==> src/rtl/acb_pkg.sv <==
package acb_pkg;
  typedef enum logic [1:0] {
    SEL_NONE = 2'd0,
    SEL_DATA = 2'd1,
    SEL_STAT = 2'd2
  } rd_sel_e;
endpackage

==> src/rtl/acb_sync.sv <==
module acb_sync #(
  parameter int             W       = 1,
  parameter int             STAGES  = 2,
  parameter logic [W-1:0]   RST_VAL = '0
) (
  input  logic         clk,
  input  logic         rst_n,
  input  logic [W-1:0] d,
  output logic [W-1:0] q
);
  logic [STAGES-1:0][W-1:0] stg;

  generate
    if (STAGES == 1) begin : g_one
      always_ff @(posedge clk or negedge rst_n) begin
        if (!rst_n) stg <= RST_VAL;
        else        stg <= d;
      end
    end else begin : g_chain
      always_ff @(posedge clk or negedge rst_n) begin
        if (!rst_n) stg <= {STAGES{RST_VAL}};
        else        stg <= {stg[STAGES-2:0], d};
      end
    end
  endgenerate

  assign q = stg[STAGES-1];
endmodule

==> src/rtl/acb_cmd_flop.sv <==
module acb_cmd_flop (
  input  logic clk,
  input  logic rst_n,
  input  logic wr_req,
  input  logic rdy_s,
  output logic start
);
  logic start_q, start_d;
  logic wr_prev_q, rdy_prev_q;
  logic wr_edge, rdy_rise;

  assign wr_edge  = wr_req & ~wr_prev_q;
  assign rdy_rise = rdy_s & ~rdy_prev_q;

  // Set on a write edge only when idle; clear on the converter's acknowledge.
  always_comb begin
    start_d = start_q;
    if (start_q && rdy_rise)
      start_d = 1'b0;
    else if (!start_q && !rdy_s && wr_edge)
      start_d = 1'b1;
  end

  always_ff @(posedge clk or negedge rst_n) begin
    if (!rst_n) begin
      start_q    <= 1'b0;
      wr_prev_q  <= 1'b0;
      rdy_prev_q <= 1'b0;
    end else begin
      start_q    <= start_d;
      wr_prev_q  <= wr_req;
      rdy_prev_q <= rdy_s;
    end
  end

  assign start = start_q;
endmodule

==> src/rtl/acb_rd_mux.sv <==
module acb_rd_mux
  import acb_pkg::*;
#(
  parameter int DATA_W = 8
) (
  input  logic              clk,
  input  logic              rst_n,
  input  logic              rd_data,
  input  logic              rd_stat,
  input  logic [DATA_W-1:0] conv_data,
  input  logic              rdy,
  output logic              oe,
  output logic [DATA_W-1:0] dout
);
  rd_sel_e            sel;
  logic               oe_d;
  logic [DATA_W-1:0]  dout_d;

  always_comb begin
    if (rd_data)      sel = SEL_DATA;
    else if (rd_stat) sel = SEL_STAT;
    else              sel = SEL_NONE;
  end

  always_comb begin
    oe_d   = 1'b0;
    dout_d = '0;
    case (sel)
      SEL_DATA: begin oe_d = 1'b1; dout_d = conv_data; end
      SEL_STAT: begin oe_d = 1'b1; dout_d = {{(DATA_W-1){1'b0}}, rdy}; end
      default:  begin oe_d = 1'b0; dout_d = '0; end
    endcase
  end

  always_ff @(posedge clk or negedge rst_n) begin
    if (!rst_n) begin
      oe   <= 1'b0;
      dout <= '0;
    end else begin
      oe   <= oe_d;
      dout <= dout_d;
    end
  end
endmodule

==> src/rtl/adc_cmd_bridge.sv <==
module adc_cmd_bridge #(
  parameter int DATA_W      = 8,
  parameter int SYNC_STAGES = 2
) (
  input  logic              clk,
  input  logic              rst_n,
  input  logic              bus_csd_n,
  input  logic              bus_css_n,
  input  logic              bus_wr_n,
  input  logic              bus_rd_n,
  output logic [DATA_W-1:0] bus_dout,
  output logic              bus_oe,
  output logic              cnv_start,
  input  logic              cnv_ready,
  input  logic [DATA_W-1:0] cnv_data
);
  localparam int NSTB = 4;

  logic [1:0]      rst_pipe;
  logic            rst_i_n;
  logic [NSTB-1:0] stb_s;
  logic            rdy_s;
  logic            csd_s_n, css_s_n, wr_s_n, rd_s_n;

  // Asynchronous assert, synchronous release.
  always_ff @(posedge clk or negedge rst_n) begin
    if (!rst_n) rst_pipe <= 2'b00;
    else        rst_pipe <= {rst_pipe[0], 1'b1};
  end
  assign rst_i_n = rst_pipe[1];

  acb_sync #(.W(NSTB), .STAGES(SYNC_STAGES), .RST_VAL({NSTB{1'b1}})) u_stb_sync (
    .clk(clk), .rst_n(rst_i_n),
    .d({bus_csd_n, bus_css_n, bus_wr_n, bus_rd_n}),
    .q(stb_s)
  );
  assign {csd_s_n, css_s_n, wr_s_n, rd_s_n} = stb_s;

  acb_sync #(.W(1), .STAGES(SYNC_STAGES), .RST_VAL(1'b0)) u_rdy_sync (
    .clk(clk), .rst_n(rst_i_n), .d(cnv_ready), .q(rdy_s)
  );

  acb_cmd_flop u_flop (
    .clk(clk), .rst_n(rst_i_n),
    .wr_req(~csd_s_n & ~wr_s_n),
    .rdy_s(rdy_s),
    .start(cnv_start)
  );

  acb_rd_mux #(.DATA_W(DATA_W)) u_rd (
    .clk(clk), .rst_n(rst_i_n),
    .rd_data(~csd_s_n & ~rd_s_n),
    .rd_stat(~css_s_n & ~rd_s_n),
    .conv_data(cnv_data),
    .rdy(rdy_s),
    .oe(bus_oe),
    .dout(bus_dout)
  );
endmodule

==> config.mk <==
export PLATFORM = sky130hd
export DESIGN_NAME = adc_cmd_bridge
export DESIGN_NICKNAME = d
export VERILOG_FILES = /design/src/rtl/acb_pkg.sv /design/src/rtl/acb_sync.sv /design/src/rtl/acb_cmd_flop.sv /design/src/rtl/acb_rd_mux.sv /design/src/rtl/adc_cmd_bridge.sv
export SDC_FILE = /design/constraint.sdc
export NUM_CORES = 1
export LEC_CHECK = 0
export ABC_AREA = 1
export BUFFER_PORTS_ARGS = -buffer_cell sky130_fd_sc_hd__clkbuf_2
export CAP_MARGIN = 20
export CORE_UTILIZATION = 46
export DETAILED_ROUTE_END_ITERATION = 8
export PLACE_DENSITY_LB_ADDON = 0.05
export SLEW_MARGIN = 25
export SYNTH_ARGS = -nofsm -noshare
export SYNTH_HDL_FRONTEND = slang
export SYNTH_HIERARCHICAL = 1
export SYNTH_SLANG_ARGS = --single-unit
==> constraint.sdc <==
create_clock -name clk -period 0.94 [get_ports clk]
set_input_delay 0.188 -clock clk [delete_from_list [all_inputs] [get_ports clk]]
set_output_delay 0.188 -clock clk [all_outputs]
set_load 0.02 [all_outputs]
### Word-level counts from Yosys, hierarchy flattened

Cells that the tools add are included.

| word-level totals | value |
|---|---|
| word-level logic and storage cells | 36 |
| input port bits | 15 |
| flip-flop bits (word level) | 24 |
| output and inout port bits | 10 |

| cells by class | value |
|---|---|
| reduce and logical (&&, ||, !) cells | 7 |
| eq/ne operators | 2 |
| mux-type cells | 6 |
| bitwise gates (word level) | 11 |

Operators by type and width:

| cell | count |
|---|---|
| $pmux W8 S2 | 1 |
| $not A1 Y1 | 6 |
| $and A1 B1 Y1 | 5 |
| $mux W2 | 2 |
| $logic_and A1 B1 Y1 | 3 |
| $mux W1 | 3 |
| $eq A2 B1 Y1 const B | 1 |
| $eq A2 B2 Y1 const B | 1 |
| $logic_not A1 Y1 | 2 |
| $reduce_bool A2 Y1 | 1 |
| $reduce_or A2 Y1 | 1 |

### Depth between registers and ports, before layout

| logic depth | value |
|---|---|
| word-level depth | 7 |
| mapped depth | 6 |
| mapped depth without buffers | 4 |

### Modules after synthesis

Netlist, hierarchy kept.

By module, submodules not included:

| module | instances | cells an instance | area each (sq um) | seq. area each (sq um) |
|---|---|---|---|---|
| acb_rd_mux | 1 | 29 | 311.5 | 225.2 |
| acb_sync (u_stb_sync) | 1 | 12 | 240.2 | 210.2 |
| acb_cmd_flop | 1 | 9 | 97.6 | 75.1 |
| adc_cmd_bridge | 1 | 6 | 65.1 | 50.0 |
| acb_sync (u_rdy_sync) | 1 | 2 | 50.0 | 50.0 |

### Worst setup path after synthesis

Ideal clock, no wire load.

| timing | value |
|---|---|
| path type | reg2reg |
| start point | reg u_stb_sync.stg, in the netlist u_stb_sync/q[0] |
| end point | reg u_rd.oe |
| path buffers | 2 |
| arrival | 953 ps |
| required time | 816 ps |
| period minus slack after synthesis | 1,078 ps |
| cell stages (with the launch flop) | 5 |
| slack | -138 ps |
| library setup time | 124 ps |
| path through | dfstp_2 buf_4 nor2_1 buf_6 or2_1 |

| between the ends | value |
|---|---|
| word-level cells in the longest chain between the ends | 7 |
| elaborated cells between the ends (all ways) | 9 |
| those cells by class | 2 x eq/ne; 3 x mux; 3 x bitwise; 1 x reduce/logical |

Ends and longest elaborated chain:

| item | line | text |
|---|---|---|
| from (decl) | acb_sync.sv:11 | `logic [STAGES-1:0][W-1:0] stg;` |
| from (signal assigned) | acb_sync.sv:21 | `if (!rst_n) stg <= {STAGES{RST_VAL}};` |
| from (signal assigned) | acb_sync.sv:22 | `else stg <= {stg[STAGES-2:0], d};` |
| $not A1 Y1 (*) | adc_cmd_bridge.sv:52, adc_cmd_bridge.sv:53 |  |
| $and A1 B1 Y1 | adc_cmd_bridge.sv:53 | `.rd_stat(~css_s_n & ~rd_s_n),` |
| $mux W2 | acb_rd_mux.sv:21 | `else if (rd_stat) sel = SEL_STAT;` |
| $mux W2 (*) | acb_rd_mux.sv:20 | `if (rd_data) sel = SEL_DATA;` |
| $eq A2 B1 Y1 / $eq A2 B2 Y1 (equally long branches) | acb_rd_mux.sv:28 | `case (sel)` |
| $reduce_or A2 Y1 (no line) (*) | -- |  |
| $mux W1 (*) | acb_rd_mux.sv:28 |  |
| via u_rd.oe_d | acb_rd_mux.sv:16 | `logic oe_d;` |
| to (signal assigned) | acb_rd_mux.sv:37 | `oe <= 1'b0;` |
| to (signal assigned) | acb_rd_mux.sv:40 | `oe <= oe_d;` |
| to (decl) | acb_rd_mux.sv:12 | `output logic oe,` |

The timed path passes the listed nets; every way through them passes the cells marked *.
A chain may end at the register's enable or synchronous reset.

### Worst setup path in the final report

| timing | value |
|---|---|
| start point | reg u_flop.start_q, in the netlist u_flop/start |
| end point | out cnv_start |

RTL lines:

| item | line | text |
|---|---|---|
| from (decl) | acb_cmd_flop.sv:8 | `logic start_q, start_d;` |
| from (signal assigned) | acb_cmd_flop.sv:30 | `start_q <= start_d;` |
| to (decl) | adc_cmd_bridge.sv:13 | `output logic cnv_start,` |

No word-level cell between the ends.

==> results.json <==
{
  "initial_core_util_pct": 50.2,
  "wl_met3_microns": 30,
  "crit_path_end_kind": "primary output",
  "synth_warnings": 6,
  "status": "finished with violations",
  "synth_most_common_cell": "dfrtp_1",
  "synth.distinct_cells": 10,
  "drv_slew": 0,
  "critPathMaxStageDelay_ps": 410,
  "placed_cell_area_sq_um": 873,
  "die_area_sq_mm": 0.00183,
  "finalCritPeriodShare_pct": 110,
  "holdPathStages": 3,
  "drtAntennaViolNets": 0,
  "rr_endpoint": "u_rd/oe",
  "violations": "negative setup slack",
  "antenna_found_initial": 0,
  "ys_top_cells_by_count": "dfrtp_1, nand2_1, inv_1",
  "num_antenna_cells": 0,
  "synth_top_flop_cell": "dfrtp_1",
  "numCtsBuffers": 3,
  "cts_tree": "done",
  "stdcell_area_sq_mm": 0.00104,
  "htree_levels": 1,
  "avgRoutedWirePerCell_microns": 9.32,
  "intPower_w": 0.00144,
  "worstPathRequired_ps": 750,
  "fin_hold_ws_ps": 64.5,
  "cts.clk_slew.worst_paths_ps": 120,
  "reg2reg_depth": 2,
  "placed_cells": 94,
  "cts_buffer_depth": 2,
  "fmax_ghz": 0.971,
  "grt_util_all_layers_pct": 11.9,
  "synth.area.top_cells": "dfrtp_1, dfstp_2, nand2_1, inv_1, buf_4",
  "dr.pass1.iters": 2,
  "synth_top_cell_area_share_pct": 52.4,
  "pwr_density_cell_mw_per_mm2": 1750,
  "root_buffer": "clkbuf_4",
  "leakage_nw": 0.577,
  "crit_fanout": 2,
  "worstPathArrival_ps": 840,
  "grt_setup_unrepaired": "yes",
  "dr.first_iter.drc_count": 1,
  "met1_length_microns": 410,
  "setup_tns_ps": -759,
  "row_count": 14,
  "fillCellCount": 114,
  "async_reset_ff_share_pct": 100,
  "postSynthAreaPerCell_sq_um": 13.2,
  "dp_hpwl_microns": 665,
  "crit_chain": "buf_6",
  "core_area_sq_mm": 0.00152,
  "routed_wl_microns": 979,
  "crit_family": "flip-flops",
  "nets": 105,
  "sw_frac_of_total_pct": 21.4,
  "clock_skew_ps": 1.34,
  "syn-cell-area_sq_um": 764,
  "min_from": "cnv_data[2]",
  "path_buf_inv": 1,
  "area_delta_synth_final_pct": 36.7,
  "ir_drop_mv": 1.16,
  "ys_ff_latch": 24,
  "globalplace.congestion": 0.684,
  "seq_power_share_pct": 61.5,
  "grt_pass1_wl_microns": 1490,
  "grt_pass1_vias": 380,
  "hold_end": "u_rd/dout[2]",
  "r2r-start": "u_stb_sync/q[0]",
  "grt_max_degree": 23,
  "min_period_ps": 1030,
  "viasPerCell": 4.14,
  "max_cap_violations": 0,
  "slowest_stage": "dfrtp_1",
  "vias": 435,
  "yosysSeqAreaShare_pct": 79.9,
  "setup_viol": 11,
  "crit_type": "reg2out",
  "p_clk_share_pct": 28.2,
  "p_comb_share_pct": 10.3,
  "fin_cells": 105,
  "io_buffer_count": 24,
  "setup_ws_ps": -89.7,
  "drc": 0,
  "die_h_microns": 42.8,
  "die_w_microns": 42.8,
  "finalHoldViolations": 0,
  "worstSetupStartpoint": "u_flop/start",
  "cts.sinks": 24,
  "ff2ff_setup_slack_ps": -20,
  "synth_area_leader_cell": "dfrtp_1",
  "postSynthCellCount": 58,
  "synth_edf_count": 0,
  "cp-start-kind": "register",
  "netSwitchingPower_w": 0.000390,
  "hp-class": "in2reg",
  "path_depth": 1,
  "clkLatencyLatePin_ps": 300,
  "top_layer": "met4",
  "dr_wl_met2_microns": 526,
  "synth_fp_nets": 73,
  "drive_above_1_share_pct": 43.8,
  "grt_overflow": 0,
  "ios": 25
}
-- stage by stage --
stage | util, % | total power, W | worst slack (ps)
floorplan | - | 0.00122 | -110
global placement | 57.3 | 0.00127 | 22.2
detailed placement | 57.3 | 0.00127 | -8.95
CTS | 64.0 | 0.00181 | -119
global route | 68.6 | 0.00192 | -138
finish | 68.6 | 0.00183 | -89.7
-- sequential cells by signal (all words and copies together) (netlist names) --
signal and count:
u_rdy_sync/stg 1, u_flop/wr_prev_q 1, u_flop/rdy_prev_q 1, u_rd/oe 1, u_rd/dout 8, u_rdy_sync/q 1, u_flop/start 1, u_stb_sync/stg 4
rst_pipe 2, u_stb_sync/q 4
-- cell type report --
class                      count  area (sq um)  area share (%)
multi-input combinational     20          86.3            8.26
clock buffer                   4          36.3            3.47
tap                           16          20.0            1.92
inverter                       9          33.8            3.23
sequential                    24           611            58.4
timing repair buffer          32           258            24.7
-- power groups by stage --
stage | clock network, W | registers, W | logic, W
3_5_place_dp | 0 | 0.00114 | 0.000135
4_1_cts | 0.000535 | 0.00112 | 0.000155
6_report | 0.000515 | 0.00112 | 0.000188
5_1_grt | 0.000582 | 0.00113 | 0.000205
3_3_place_gp | 0 | 0.00114 | 0.000134
2_1_floorplan | 0 | 0.00118 | 0.0000486
-- logic make-up (layout without fill, tap and decap cells) --
| logic type | count (synthesis) | after routing | synth area share [%] |
|---|---|---|---|
| buffers and inverters | 14 | 45 | 9.82 |
| and+or+nand+nor | 19 | 19 | 9.82 |
| other | 1 | 1 | 0.491 |
| DFF | 24 | 24 | 79.9 |
-- cell usage in the layout (no fill, tap or decap) --
cell,Yosys,layout
nand3_1,1,1
nand2_1,13,13
nor2_1,4,3
clkbuf_2,0,14
nor2_4,0,1
dfrtp_1,16,16
buf_6,1,10
inv_1,9,9
conb_1,1,1
dfstp_2,8,8
clkbuf_8,0,1
clkbuf_4,0,3
buf_4,4,2
or2_1,1,1
dlygate4sd3_1,0,6
-- per-layer routing --
| layer | vias up | GRT usage (%) |
|---|---|---|
| li1 | 222 | - |
| met1 | 197 | 12.0 |
| met2 | 14 | 19.1 |
| met3 | 2 | 3.83 |
| met4 | 0 | 11.3 |
| met5 | - | 0 |
-- worst max-delay path by stage --
stage / endpoint
floorplan: u_rd/oe
global placement: u_rd/dout[0]
detailed placement: u_rd/oe
CTS: cnv_start
global route: cnv_start
finish: cnv_start
-- repair_timing --
action                                  4_1_cts  5_1_grt
endpoints found under the hold margin         7        0
buffers inserted                              0        1
gates resized for setup                       1       30
pin swaps                                     0        1
hold buffers                                  6        0
endpoints found under the setup margin       12       11
(Power assumes the default switching activity.)
